## src/rtl/irq_comb_pkg.sv

```systemverilog
// Package: shared types and sizes for the interrupt request combiner.
// Assumes: consumers import it before their port lists.
package irq_comb_pkg;

    // Trigger selection for the dedicated pin.
    typedef enum logic {
        TRIG_EDGE       = 1'b0,
        TRIG_EDGE_LEVEL = 1'b1
    } trig_mode_e;

    localparam int unsigned DEF_PORT_W      = 8;
    localparam int unsigned DEF_SYNC_STAGES = 2;

endpackage

```

## src/rtl/irq_sync_chain.sv

```systemverilog
// Module: irq_sync_chain
// Brings a vector of asynchronous lines into the clock domain through a
// chain of flip-flops. Every stage resets to all ones (the idle-high level
// of active-low lines), so the edge logic sees no transition after reset.
// Assumes: STAGES >= 2 and a synchronous, active-low reset.
module irq_sync_chain #(
    parameter int unsigned W      = 17,
    parameter int unsigned STAGES = 2
) (
    input  logic         clk,
    input  logic         rst_n,
    input  logic [W-1:0] async_i,
    output logic [W-1:0] sync_o
);

    logic [W-1:0] stg [STAGES];

    // Shift the raw lines through the chain, idle-high in reset.
    always_ff @(posedge clk) begin
        if (!rst_n) begin
            for (int k = 0; k < STAGES; k++) stg[k] <= '1;
        end else begin
            stg[0] <= async_i;
            for (int k = 1; k < STAGES; k++) stg[k] <= stg[k-1];
        end
    end

    assign sync_o = stg[STAGES-1];

    // after a reset cycle the synchronized output is idle high.
    a_r1_sync_idle_high: assert property (@(posedge clk)
        !rst_n |=> (sync_o == '1));

endmodule

```

## src/rtl/irq_fall_detect.sv

```systemverilog
// Module: irq_fall_detect
// Flags a one-cycle pulse per bit when a synchronized line goes from high
// (previous cycle) to low (current cycle). History resets to ones.
// Assumes: the input is already synchronous to clk.
module irq_fall_detect #(
    parameter int unsigned W = 17
) (
    input  logic         clk,
    input  logic         rst_n,
    input  logic [W-1:0] level_i,
    output logic [W-1:0] fall_o
);

    logic [W-1:0] prev_q;

    // Remember last cycle's level for the edge comparison.
    always_ff @(posedge clk) begin
        if (!rst_n) prev_q <= '1;
        else        prev_q <= level_i;
    end

    assign fall_o = prev_q & ~level_i;

    // an edge pulse never lasts two consecutive cycles on one bit.
    a_r9_pulse_single: assert property (@(posedge clk) disable iff (!rst_n)
        (fall_o != '0) |=> ((fall_o & $past(fall_o)) == '0));

endmodule

```

## src/rtl/irq_pend_ctrl.sv

```systemverilog
// Module: irq_pend_ctrl
// Holds the sticky pending flag and forms the request. The dedicated pin
// edge is always captured. Port edges are captured only while enabled.
// A coincident edge beats acknowledge. Level mode adds the low pin level.
// Assumes: all inputs are synchronous to clk.
module irq_pend_ctrl
    import irq_comb_pkg::*;
(
    input  logic clk,
    input  logic rst_n,
    input  logic pin_fall,
    input  logic port_fall,
    input  logic pin_lvl,
    input  logic irq_en,
    input  logic lvl_mode,
    input  logic ack,
    output logic irq_req
);

    trig_mode_e mode;
    logic       edge_evt;
    logic       pend_q;
    logic       lvl_hit;

    assign mode     = trig_mode_e'(lvl_mode);
    assign edge_evt = pin_fall | (irq_en & port_fall);
    assign lvl_hit  = (mode == TRIG_EDGE_LEVEL) & ~pin_lvl;

    // Set on any accepted edge, clear on acknowledge; the edge has priority.
    always_ff @(posedge clk) begin
        if (!rst_n)        pend_q <= 1'b0;
        else if (edge_evt) pend_q <= 1'b1;
        else if (ack)      pend_q <= 1'b0;
    end

    // Request: latched edges or the live low level, masked by the enable.
    always_comb begin
        irq_req = irq_en & (pend_q | lvl_hit);
    end

    // without acknowledge the flag holds.
    a_r3_hold: assert property (@(posedge clk) disable iff (!rst_n)
        (pend_q && !ack) |=> pend_q);
    // acknowledge with no edge clears the flag.
    a_r3_ack_clears: assert property (@(posedge clk) disable iff (!rst_n)
        (ack && !pin_fall && !(irq_en && port_fall)) |=> !pend_q);
    // a dedicated-pin edge sets the flag even with a coincident ack.
    a_r8_edge_wins: assert property (@(posedge clk) disable iff (!rst_n)
        pin_fall |=> pend_q);
    // while disabled, port edges alone cannot set the flag.
    a_r6_port_gated: assert property (@(posedge clk) disable iff (!rst_n)
        (!irq_en && !pin_fall && !pend_q) |=> !pend_q);
    // in level mode a low synchronized pin keeps the request up.
    a_r4_level_holds: assert property (@(posedge clk) disable iff (!rst_n)
        (irq_en && lvl_mode && !pin_lvl) |-> irq_req);

endmodule

```

## src/rtl/ext_irq_combiner.sv

```systemverilog
// Module: ext_irq_combiner (top)
// Combines one active-low interrupt pin and two ports into one request.
// The lines are synchronized, edges are detected per line, the port edges
// are OR-reduced, and the result feeds the pending controller.
// Assumes: synchronous active-low reset; all pins are asynchronous.
module ext_irq_combiner
    import irq_comb_pkg::*;
#(
    parameter int unsigned PORT_W      = DEF_PORT_W,
    parameter int unsigned SYNC_STAGES = DEF_SYNC_STAGES
) (
    input  logic              clk,
    input  logic              rst_n,
    input  logic              irq_n,
    input  logic [PORT_W-1:0] port_a,
    input  logic [PORT_W-1:0] port_c,
    input  logic              irq_en,
    input  logic              lvl_mode,
    input  logic              ack,
    output logic              irq_req
);

    localparam int unsigned LINES = 1 + 2 * PORT_W;

    logic [LINES-1:0] raw_lines;
    logic [LINES-1:0] sync_lines;
    logic [LINES-1:0] fall_lines;
    logic             port_fall_any;

    assign raw_lines     = {port_c, port_a, irq_n};
    assign port_fall_any = |fall_lines[LINES-1:1];

    irq_sync_chain #(
        .W      (LINES),
        .STAGES (SYNC_STAGES)
    ) u_sync (
        .clk     (clk),
        .rst_n   (rst_n),
        .async_i (raw_lines),
        .sync_o  (sync_lines)
    );

    irq_fall_detect #(
        .W (LINES)
    ) u_fall (
        .clk     (clk),
        .rst_n   (rst_n),
        .level_i (sync_lines),
        .fall_o  (fall_lines)
    );

    irq_pend_ctrl u_pend (
        .clk       (clk),
        .rst_n     (rst_n),
        .pin_fall  (fall_lines[0]),
        .port_fall (port_fall_any),
        .pin_lvl   (sync_lines[0]),
        .irq_en    (irq_en),
        .lvl_mode  (lvl_mode),
        .ack       (ack),
        .irq_req   (irq_req)
    );

    // a disabled block never shows a request.
    a_r7_masked: assert property (@(posedge clk) disable iff (!rst_n)
        !irq_en |-> !irq_req);

endmodule

```

## config.mk

```make
export PLATFORM = sky130hd
export DESIGN_NAME = ext_irq_combiner
export DESIGN_NICKNAME = d
export VERILOG_FILES = /design/src/rtl/irq_comb_pkg.sv /design/src/rtl/irq_sync_chain.sv /design/src/rtl/irq_fall_detect.sv /design/src/rtl/irq_pend_ctrl.sv /design/src/rtl/ext_irq_combiner.sv
export SDC_FILE = /design/constraint.sdc
export NUM_CORES = 1
export LEC_CHECK = 0
export ABC_CLOCK_PERIOD_IN_PS = 3100
export BUFFER_PORTS_ARGS = -buffer_cell sky130_fd_sc_hd__buf_2
export CORE_MARGIN = 1
export CORE_UTILIZATION = 58
export DETAILED_ROUTE_END_ITERATION = 10
export HOLD_SLACK_MARGIN = 0.1
export PLACE_DENSITY_LB_ADDON = 0.15
export SYNTH_ARGS = -nofsm -noshare
export SYNTH_HDL_FRONTEND = slang
export SYNTH_SLANG_ARGS = --single-unit
```

## constraint.sdc

```tcl
create_clock -name clk -period 3.1 [get_ports clk]
set_input_delay 0.62 -clock clk [delete_from_list [all_inputs] [get_ports clk]]
set_output_delay 0.62 -clock clk [all_outputs]
set_load 0.02 [all_outputs]
```

======== Yosys cells after proc, flatten, opt, wreduce, memory -nomap -nowiden ========
Memory sizes are Yosys's and may differ from the RTL's.
Cells that the tools add are included.
storage, ports and cells
  memories ................................ 1
  memory bits (writable) .................. 34
  bits of input ports ..................... 22
  flip-flop bits (word level) ............. 18
memory list
  memory      words  width  rd ports  clocked after Yosys merged registers in  write ports  line                  text
  u_sync.stg  2      17     2         0                                        2            irq_sync_chain.sv:16  logic [W-1:0] stg [STAGES];
operators by class
  bitwise gates (word level) .............. 10
  multiplexer cells ....................... 6
  reductions and logical operators ........ 2
operators with widths
  cell                number
  $mux W17            2
  $and A17 B17 Y17    1
  $not A17 Y17        1
  $reduce_or A16 Y1   1
  $mux W1             4
  $or A1 B1 Y1        4
  $and A1 B1 Y1       3
  $reduce_bool A2 Y1  1
  $not A1 Y1          1

======== Longest topological paths before layout ========
Gate-level depths: netlist of run 1.
  word-level depth ........................ 6
  gate-level depth with buffers ........... 4

======== Modules after synthesis ========
From an unflattened synthesis of run 1, not the netlist that was laid out.
second synthesis, totals
  cell total of the unflattened synthesis .. 151
  area, all modules ....................... 1696.6 um^2
modules (own cells, without submodules)
  module            cells each  instances  seq. area each (um^2)  area each (um^2)
  irq_sync_chain    88          1          680.7                  1039.7
  irq_fall_detect   52          1          340.3                  565.5
  irq_pend_ctrl     6           1          20.0                   60.1
  ext_irq_combiner  5           1          0.0                    31.3

======== Worst setup path after synthesis of run 1 ========
No wires, ideal clock.
  path kind ............................... input port to output port
  start point ............................. input lvl_mode
  end point ............................... output irq_req
  cell stages on the path ................. 2
  data arrival time ....................... 1.170 ns
  path slack .............................. 1.310 ns
  path through ............................ nand2b_1 > a21boi_0
on the way
  longest elaborated chain between the ends .. 3
RTL lines
  item             line                    text
  start, declared  ext_irq_combiner.sv:18  input logic lvl_mode,
  $and A1 B1 Y1    irq_pend_ctrl.sv:27     assign lvl_hit = (mode == TRIG_EDGE_LEVEL) & ~pin_lvl;
  $or A1 B1 Y1     irq_pend_ctrl.sv:38     irq_req = irq_en & (pend_q | lvl_hit);
  $and A1 B1 Y1    irq_pend_ctrl.sv:38
  end, declared    ext_irq_combiner.sv:20  output logic irq_req
Every way passes these cells.

==> qor.yml, run 1 <==
cts_hold_buf: 0
dieArea_sq_um: 3040
rsz0062_at_grt: "no"
die_h_um: 55.2
drive_gt1_share_pct: 24.2
syn_inst: 136
whs_ns: 0.423
fin_skew_ns: 0.0116
crit_type: "reg2out"
clk_pin_slew_worst_paths_ns: 0.12
clock_sink_count: 52
final-instance-count-excl-fill: 191
grt_pass1_wl_um: 3030
layout.nets: 182
total_power_mw: 1.16
synth_nets: 158
ioPinCount: 23
clk_latency_ns: 0.35
place.gp.congestion: 0.630
clockRootBuffer: "clkbuf_4"
critical_path_required_ns: 2.48
routed_wl_um: 1930
avgSynthCellArea_sq_um: 12.1
port_buffers: 22
pre_cts_ws_ns: 1.32
setup_viol: 0
cts_buffers: 5
crit_fanout: 3
cp_slowest_stage_delay_ns: 0.34
cp_data_arrival_time_ns: 1.19
fmax_mhz: 553
crit_family: "flip-flops"
grt_max_degree: 53
die_width_um: 55.2
dp_cells: 183
hold_violations: 0
maxCapViolations: 0
yosysUniqueCellTypes: 14
setup-tns-final_ns: 0
track_usage_pct: 15.1
core_area_sq_um: 2570
area_delta_synth_final_pct: 13.3
drt_iter0_drc: 11
cp-start-kind: "flop"
finalMaxSlewViolations: 0
grt_pass1_vias: 751
drc: 0
drt.antenna.violating_nets: 0
dr.pass1.iters: 4
hold_class: "reg2reg"
crit_path_top_delay_cell: "dfxtp_1"
cts_tree: "built"
ctsResizeCount: 0
slew_headroom_pct: 43.6
cts_buffer_depth: 2
netlist_area_sq_um: 1640
crit_buf_inv: 1
wl_per_cell_um: 10.1
postCtsSetupRepairBufs: 0
dr_total_vias: 860
setup_ws_ns: 1.29
grt.overflow.total: 0
p_leak_nw: 0.790
post-route-period-util_pct: 58.3
power_density_nw_per_um2: 626
yosysWarnings: 0
cts_htree_levels: 2
start_util_pct: 63.9
outcome: "finished clean"
dpl.hpwl_um: 1320
worst_pin_slew_ns: 0.846
antenna_found_initial: 0
ir_drop_mv: 0.516
antennaDiodeCount: 0
min_period_ns: 1.81
ys_seq_area_share_pct: 63.5
via_per_inst: 4.50
rows: 18
ys_ff_latch: 52
cp_cell_sequence: "nand2b_1 > a21boi_0 > buf_2"
cp-end-kind: "output pin"
[path summary, 6_finish.rpt]
kind / from / end / slack, ns / cells past startpoint
worst max-delay path: u_sync.stg[0][17] / irq_req / 1.29 / 3
worst min-delay path: u_sync.stg[0][16] / u_sync.stg[0][33] / 0.42 / 1
worst max register to register: u_fall.prev_q[3] / u_pend.pend_q / 1.93 / 4
worst min register to register: u_sync.stg[0][16] / u_sync.stg[0][33] / 0.42 / 1
[synthesized netlist by cell type]
master	number	area share [%]
clkbuf_1	5	1.1
nor2b_1	9	3.4
a21boi_0	1	0.46
o21ai_0	1	0.30
inv_2	2	0.46
dfxtp_1	52	63
nand2b_1	48	18
a2111oi_4	4	6.7
nand4_1	1	0.38
inv_1	4	0.92
o22ai_1	1	0.38
nor2b_4	3	2.5
o21ba_1	1	0.61
nand2_1	4	0.92
[cells in the final DEF, fill, tap and decap left out]
cell type	count
dfxtp_1	52
nand2_1	4
nand4_1	1
clkbuf_4	5
clkbuf_8	1
o22ai_1	1
a21boi_0	1
o21ai_0	1
clkinv_4	1
nor2b_4	3
a2111oi_4	4
inv_1	4
inv_2	2
nand2b_1	48
bufinv_16	1
buf_2	22
nor2b_1	9
o21ba_1	1
[worst register-to-register path: stages, from the launching register on]
cell       delay, ns
dfxtp_1         0.32
nor2b_1         0.14
a2111oi_4       0.32
nand4_1         0.12
o21ba_1         0.18
[state kept, by name, indices dropped and copies added (netlist names)]
register / flops
u_sync.stg: 34
u_pend.pend_q: 1
u_fall.prev_q: 17
[area by class of cell]
class	count	area, sq um
Sequential cell	52	1040
Timing Repair Buffer	22	110
Multi-Input combinational cell	73	558
Fill cell	184	708
Clock buffer	6	51.3
Tap cell	30	37.5
Inverter	6	22.5
Clock inverter	2	38.8
[per-layer routing]
layer	track usage [%]	vias to the layer above	part of all wire [%]
met5	0	-	0
met4	10.0	0	2.7
met3	5.74	7	5.2
met2	24.9	23	45
met1	16.1	365	47
li1	-	465	-
[per-stage QoR]
step | utilization, % | area [sq um]
finish | 72.4 | 1860
CTS | 72.4 | 1860
global route | 72.4 | 1860
floorplan | - | 1640
detailed placement | 68.9 | 1770
global placement | 68.9 | 1770
[cells by family after synthesis]
family / Yosys count / share of synthesized area, %
flip-flops: 52 / 63.5
buffers and inverters: 11 / 2.52
AO/OA/AOI/OAI: 8 / 8.47
AND/OR/NAND/NOR: 65 / 25.6
[report_power, final]
group          switching, mW  internal [mW]
sequential           0.00850          0.696
combinational         0.0296         0.0405
clock                  0.195          0.193
No activity file was read; power rests on OpenSTA's default activity.
==> inputs of run 2 (changes only) <==
--- a/config.mk
+++ b/config.mk
@@ -5,10 +5,10 @@
 export SDC_FILE = /design/constraint.sdc
 export NUM_CORES = 1
 export LEC_CHECK = 0
-export ABC_CLOCK_PERIOD_IN_PS = 3100
+export ABC_CLOCK_PERIOD_IN_PS = 1450
 export BUFFER_PORTS_ARGS = -buffer_cell sky130_fd_sc_hd__buf_2
 export CORE_MARGIN = 1
-export CORE_UTILIZATION = 58
+export CORE_UTILIZATION = 49
 export DETAILED_ROUTE_END_ITERATION = 10
 export HOLD_SLACK_MARGIN = 0.1
 export PLACE_DENSITY_LB_ADDON = 0.15
==> constraint.sdc (replaced) <==
create_clock -name clk -period 1.45 [get_ports clk]
set_input_delay 0.29 -clock clk [delete_from_list [all_inputs] [get_ports clk]]
set_output_delay 0.29 -clock clk [all_outputs]
set_load 0.02 [all_outputs]
==> run 2 against run 1 <==
  * Wire length increased by 16%
  * Via count increased by 12%
  * Worst hold slack got worse by 0.31 ns
  * Sequential cell count unchanged
  * First-iteration DRC count increased to 2.7 times the previous value
  * Largest cell class unchanged
  * Largest power group unchanged
==> qor.yml, run 2 (synthesis gave the netlist of run 1 again) <==
outcome: "finished clean"
wl_per_cell_um: 9.95
dieArea_sq_um: 3580
post-route-period-util_pct: 95.1
finalMaxSlewViolations: 0
critical_path_required_ns: 1.16
pwr-share-clk_pct: 31.3
grt_max_degree: 33
dr.pass1.iters: 3
core_area_sq_um: 3100
largest_register: "u_sync.stg"
die_h_um: 59.9
cp_data_arrival_time_ns: 1.09
clockRootBuffer: "clkbuf_4"
clock_sink_count: 52
min_period_ns: 1.38
cp-start-kind: "flop"
place.gp.congestion: 0.715
rows: 20
ff_latch_area_sq_um: 1040
m1WireLength_um: 955
track_usage_pct: 14.7
mostFrequentLayoutCells: "dfxtp_1 (51), nand2b_1 (47), buf_2 (21), dlygate4sd3_1 (15), nor2b_1 (9)"
grt_pass1_wl_um: 3720
p_comb_share_pct: 7.8
reg_top3: "u_sync.stg: 34 flops, u_fall.prev_q: 17 flops, u_pend.pend_q: 1 flops"
swShare_pct: 20.4
cp-end-kind: "output pin"
crit_type: "reg2out"
multiInputGateArea_sq_um: 569
final-instance-count-excl-fill: 224
via_per_inst: 4.32
drive_gt1_share_pct: 25.6
postPlaceCellArea_sq_um: 1800
clk_latency_ns: 0.35
cts_tree: "built"
hold_violations: 0
num-fill-cells: 263
grt_pass1_vias: 919
p_switching_mw: 0.503
antennaDiodeCount: 0
setup_viol: 0
setup_ws_ns: 0.0711
top_layer: "met3"
layout.nets: 201
met3_length_um: 107
fmax_mhz: 725
maxCapViolations: 0
routed_wl_um: 2230
finalInstanceArea_sq_um: 2060
cts_buffer_depth: 2
dpl.hpwl_um: 1450
dr_total_vias: 967
ir_drop_mv: 0.713
clk_pin_slew_worst_paths_ns: 0.13
power_density_nw_per_um2: 1200
final_common_cell: "dfxtp_1"
cts_htree_levels: 2
worst_pin_slew_ns: 0.302
largest_reg_flops: 34
area_delta_synth_final_pct: 25.7
antenna_found_initial: 0
drt_iter0_drc: 30
fin_skew_ns: 0.00751
slew_headroom_pct: 79.9
drc: 0
p_seq_share_pct: 60.9
dr_wl_met2_um: 1170
cts_buffers: 5
start_util_pct: 52.9
crit_fanout: 2
p_leak_nw: 0.873
die_width_um: 59.9
port_buffers: 22
hold_class: "in2reg"
grt.overflow.total: 0
dp_cells: 199
ioPinCount: 23
pre_cts_ws_ns: 0.252
drt.antenna.violating_nets: 0
intPower_mw: 1.97
[run 2: changes by cell type in the layout (fill, tap and decap cells not counted)]
cell	before	now
dlygate4sd3_1	0	15
buf_4	0	5
a21boi_0	1	0
a21boi_2	0	1
buf_2	22	21
clkbuf_8	1	0
clkinv_2	0	1
clkinv_4	1	0
clkinvlp_4	0	1
dfxtp_1	52	51
dfxtp_2	0	1
nand2b_1	48	47
nand2b_4	0	1
[run 2: layout make-up]
type / count / share of cell area [%]
multi-input cells: 73 / 27.6
inverters: 6 / 1.09
clock inverters: 3 / 2.06
clock buffers: 5 / 1.82
well taps: 44 / 2.67
flip-flops and latches: 52 / 50.5
repair buffers: 41 / 14.2
[run 2: what timing repair did]
item / 4_1_cts / 5_1_grt
resized for setup: 2 / 3
cloned: 0 / 0
pin swaps: 0 / 1
hold buffers: 15 / 0
setup endpoints to repair: 1 / 1
buffers inserted: 1 / 1
hold endpoints to repair: 15 / 0
[run 2: metal layers]
| layer | global-route usage [%] | up-vias |
|---|---|---|
| met3 | 6.49 | 0 |
| met1 | 15.5 | 434 |
| li1 | - | 507 |
| met2 | 25.4 | 26 |
| met5 | 0 | - |
| met4 | 5.98 | 0 |
[run 2: worst paths after layout]
check / start / end / slack (ns) / depth (start not counted)
setup reg to reg: u_sync.stg[0][33] / u_pend.pend_q / 0.26 / 4
hold reg to reg: u_sync.stg[0][7] / u_sync.stg[0][24] / 0.42 / 1
hold / removal: port_c[1] / u_sync.stg[0][10] / 0.12 / 2
setup / recovery: u_sync.stg[0][17] / irq_req / 0.07 / 3
[run 2: stage by stage]
stage	power [mW]	hold slack, ns	TNS, ns	util, %
floorplan	1.64	0.363	0	-
global placement	1.69	0.391	0	58.1
detailed placement	1.70	0.392	0	58.1
CTS	2.51	0.105	0	65.8
global route	2.61	0.101	-0.0326	66.5
finish	2.47	0.118	0	66.5
[run 2: critical path, stage by stage, from the launching register on]
cell	delay (ns)
dfxtp_2	0.34
nand2b_4	0.13
a21boi_2	0.11
buf_4	0.15
[run 2: power groups by stage]
stage / Sequential [mW] / Combinational [mW] / Clock, mW
floorplan: 1.53 / 0.111 / 0
global placement: 1.54 / 0.152 / 0
detailed placement: 1.54 / 0.157 / 0
CTS: 1.51 / 0.190 / 0.809
global route: 1.51 / 0.215 / 0.882
finish: 1.51 / 0.194 / 0.773
==> inputs of run 3 (changes only) <==
--- a/config.mk
+++ b/config.mk
@@ -5,10 +5,11 @@
 export SDC_FILE = /design/constraint.sdc
 export NUM_CORES = 1
 export LEC_CHECK = 0
+export ABC_AREA = 1
 export ABC_CLOCK_PERIOD_IN_PS = 1450
 export BUFFER_PORTS_ARGS = -buffer_cell sky130_fd_sc_hd__buf_2
 export CORE_MARGIN = 1
-export CORE_UTILIZATION = 49
+export CORE_UTILIZATION = 48
 export DETAILED_ROUTE_END_ITERATION = 10
 export HOLD_SLACK_MARGIN = 0.1
 export PLACE_DENSITY_LB_ADDON = 0.15
==> run 3 against run 2 <==
  * Die area shrank 1.1%
  * Clock skew grew 0.0016 ns
  * Via count grew 1.6%
  * Count of clock-buffer cells in the layout grew 1
==> qor.yml, run 3 <==
start_util_pct: 51.2
ioPinCount: 23
cp_data_arrival_time_ns: 1.08
cts_buffer_depth: 2
antennaDiodeCount: 0
place.gp.congestion: 0.660
intPower_mw: 1.75
wl_per_cell_um: 8.19
p_switching_mw: 0.459
antenna_found_initial: 0
maxCapViolations: 0
grt.overflow.total: 0
ys_seq_area_share_pct: 65.6
yosysUniqueCellTypes: 12
cts_htree_levels: 2
synth_commonest_cells: "dfxtp_1 (52), nand2_1 (39), or2_1 (29)"
largest_reg_flops: 34
synth_edf_count: 0
finalMaxSlewViolations: 0
reg_top3: "u_sync.stg: 34 flops, u_fall.prev_q: 17 flops, u_pend.pend_q: 1 flops"
pwr-share-clk_pct: 25.4
clk_pin_slew_worst_paths_ns: 0.12
setup_viol: 0
crit_type: "reg2out"
cp-start-kind: "flop"
worstRegToRegCells: 7
rsz0062_at_grt: "no"
grt_pass1_wl_um: 3280
final_common_cell: "dfxtp_1"
layout.nets: 220
drt.antenna.violating_nets: 0
p_leak_nw: 0.909
cts_tree: "built"
crit_fanout: 3
synth_area_leaders: "dfxtp_1 (66%), or2_1 (11%), nand2_1 (9.2%)"
dr_total_vias: 982
ir_drop_mv: 0.885
grt_max_degree: 38
clockRootBuffer: "clkbuf_4"
die_h_um: 59.5
hold_violations: 0
clk_latency_ns: 0.35
avgSynthCellArea_sq_um: 9.80
synthFlopType: "dfxtp_1"
dieArea_sq_um: 3540
cts_buffers: 5
area_delta_synth_final_pct: 17.6
worst_pin_slew_ns: 0.253
yosysTopAreaCellShare_pct: 65.6
synth.most_common_cell: "dfxtp_1"
p_comb_share_pct: 6.6
largest_register: "u_sync.stg"
dpl.hpwl_um: 1290
die_width_um: 59.5
holdPathStages: 2
post-route-period-util_pct: 94.2
min_period_ns: 1.37
drc: 0
power_density_nw_per_um2: 1180
via_per_inst: 4.06
port_buffers: 22
hold_class: "in2reg"
track_usage_pct: 13.3
fin_skew_ns: 0.00907
dp_cells: 224
grt_pass1_vias: 833
p_seq_share_pct: 67.9
outcome: "finished clean"
final-instance-count-excl-fill: 242
drt_iter0_drc: 9
clock_sink_count: 52
netlist_area_sq_um: 1590
syn_inst: 162
fmax_mhz: 732
setup-tns-final_ns: 0
swShare_pct: 20.8
ys_ff_latch: 52
synth_nets: 184
core_area_sq_um: 3100
critical_path_required_ns: 1.16
slew_headroom_pct: 83.1
cp-end-kind: "output pin"
mostFrequentLayoutCells: "dfxtp_1 (52), nand2_1 (39), or2_1 (29), buf_2 (22), inv_1 (19)"
routed_wl_um: 1980
rows: 20
yosysWarnings: 0
synthArstFlopShare_pct: 0
yosys.area.top_type: "dfxtp_1"
dr.pass1.iters: 2
drive_gt1_share_pct: 18.7
run 3: power groups by stage:
stage / sequential, mW / clock (mW) / combinational, mW
2_1_floorplan: 1.53 / 0 / 0.0925
3_3_place_gp: 1.53 / 0 / 0.121
3_5_place_dp: 1.53 / 0 / 0.126
4_1_cts: 1.50 / 0.587 / 0.147
5_1_grt: 1.51 / 0.644 / 0.170
6_report: 1.50 / 0.562 / 0.146
run 3: what timing repair did:
action	CTS	global route
hold buffers	10	1
buffers inserted	0	0
setup endpoints to repair	0	1
gates resized for setup	0	1
endpoints found under the hold margin	10	1
run 3: layout make-up:
class / instances / area [sq um]
Sequential cell: 52 / 1040
Clock buffer: 6 / 41.3
Inverter: 20 / 77.6
Fill cell: 297 / 1240
Multi-Input combinational cell: 85 / 419
Clock inverter: 1 / 5.00
Tap cell: 44 / 55.1
Timing Repair Buffer: 34 / 228
run 3: kinds of logic after synthesis:
kind of cell / synth area share [%]
and+or+nand+nor: 24.3
DFF: 65.6
AOI/OAI and AO/OA: 2.05
buffers and inverters: 8.04
run 3: metal layers:
| metal | up-vias | routed length [um] | GRT usage [%] |
|---|---|---|---|
| li1 | 540 | - | - |
| met1 | 419 | 939 | 13.5 |
| met2 | 19 | 893 | 21.5 |
| met3 | 4 | 95 | 6.55 |
| met4 | 0 | 53 | 8.97 |
| met5 | - | 0 | 0 |
run 3: worst max-delay path, cell delays in order, from the launching register on:
cell      delay [ns]
dfxtp_1         0.32
inv_1           0.08
nand2_1         0.05
a21boi_1        0.11
buf_2           0.18
run 3: final timing paths:
path                      from                 to  slack, ns
min reg2reg   u_sync.stg[0][0]  u_sync.stg[0][17]       0.42
max reg2reg  u_sync.stg[0][27]      u_pend.pend_q       0.46
min                  port_c[1]  u_sync.stg[0][10]       0.12
max          u_sync.stg[0][17]            irq_req       0.08
run 3: stage by stage:
step / power (mW) / hold WS (ns) / utilization [%] / instance area (sq um) / worst slack (ns)
floorplan: 1.62 / 0.385 / - / 1590 / 0.276
global placement: 1.65 / 0.388 / 55.1 / 1710 / 0.455
detailed placement: 1.66 / 0.391 / 55.1 / 1710 / 0.419
CTS: 2.23 / 0.101 / 59.8 / 1860 / 0.0105
global route: 2.32 / 0.102 / 60.2 / 1870 / 0.0154
finish: 2.21 / 0.117 / 60.2 / 1870 / 0.0847
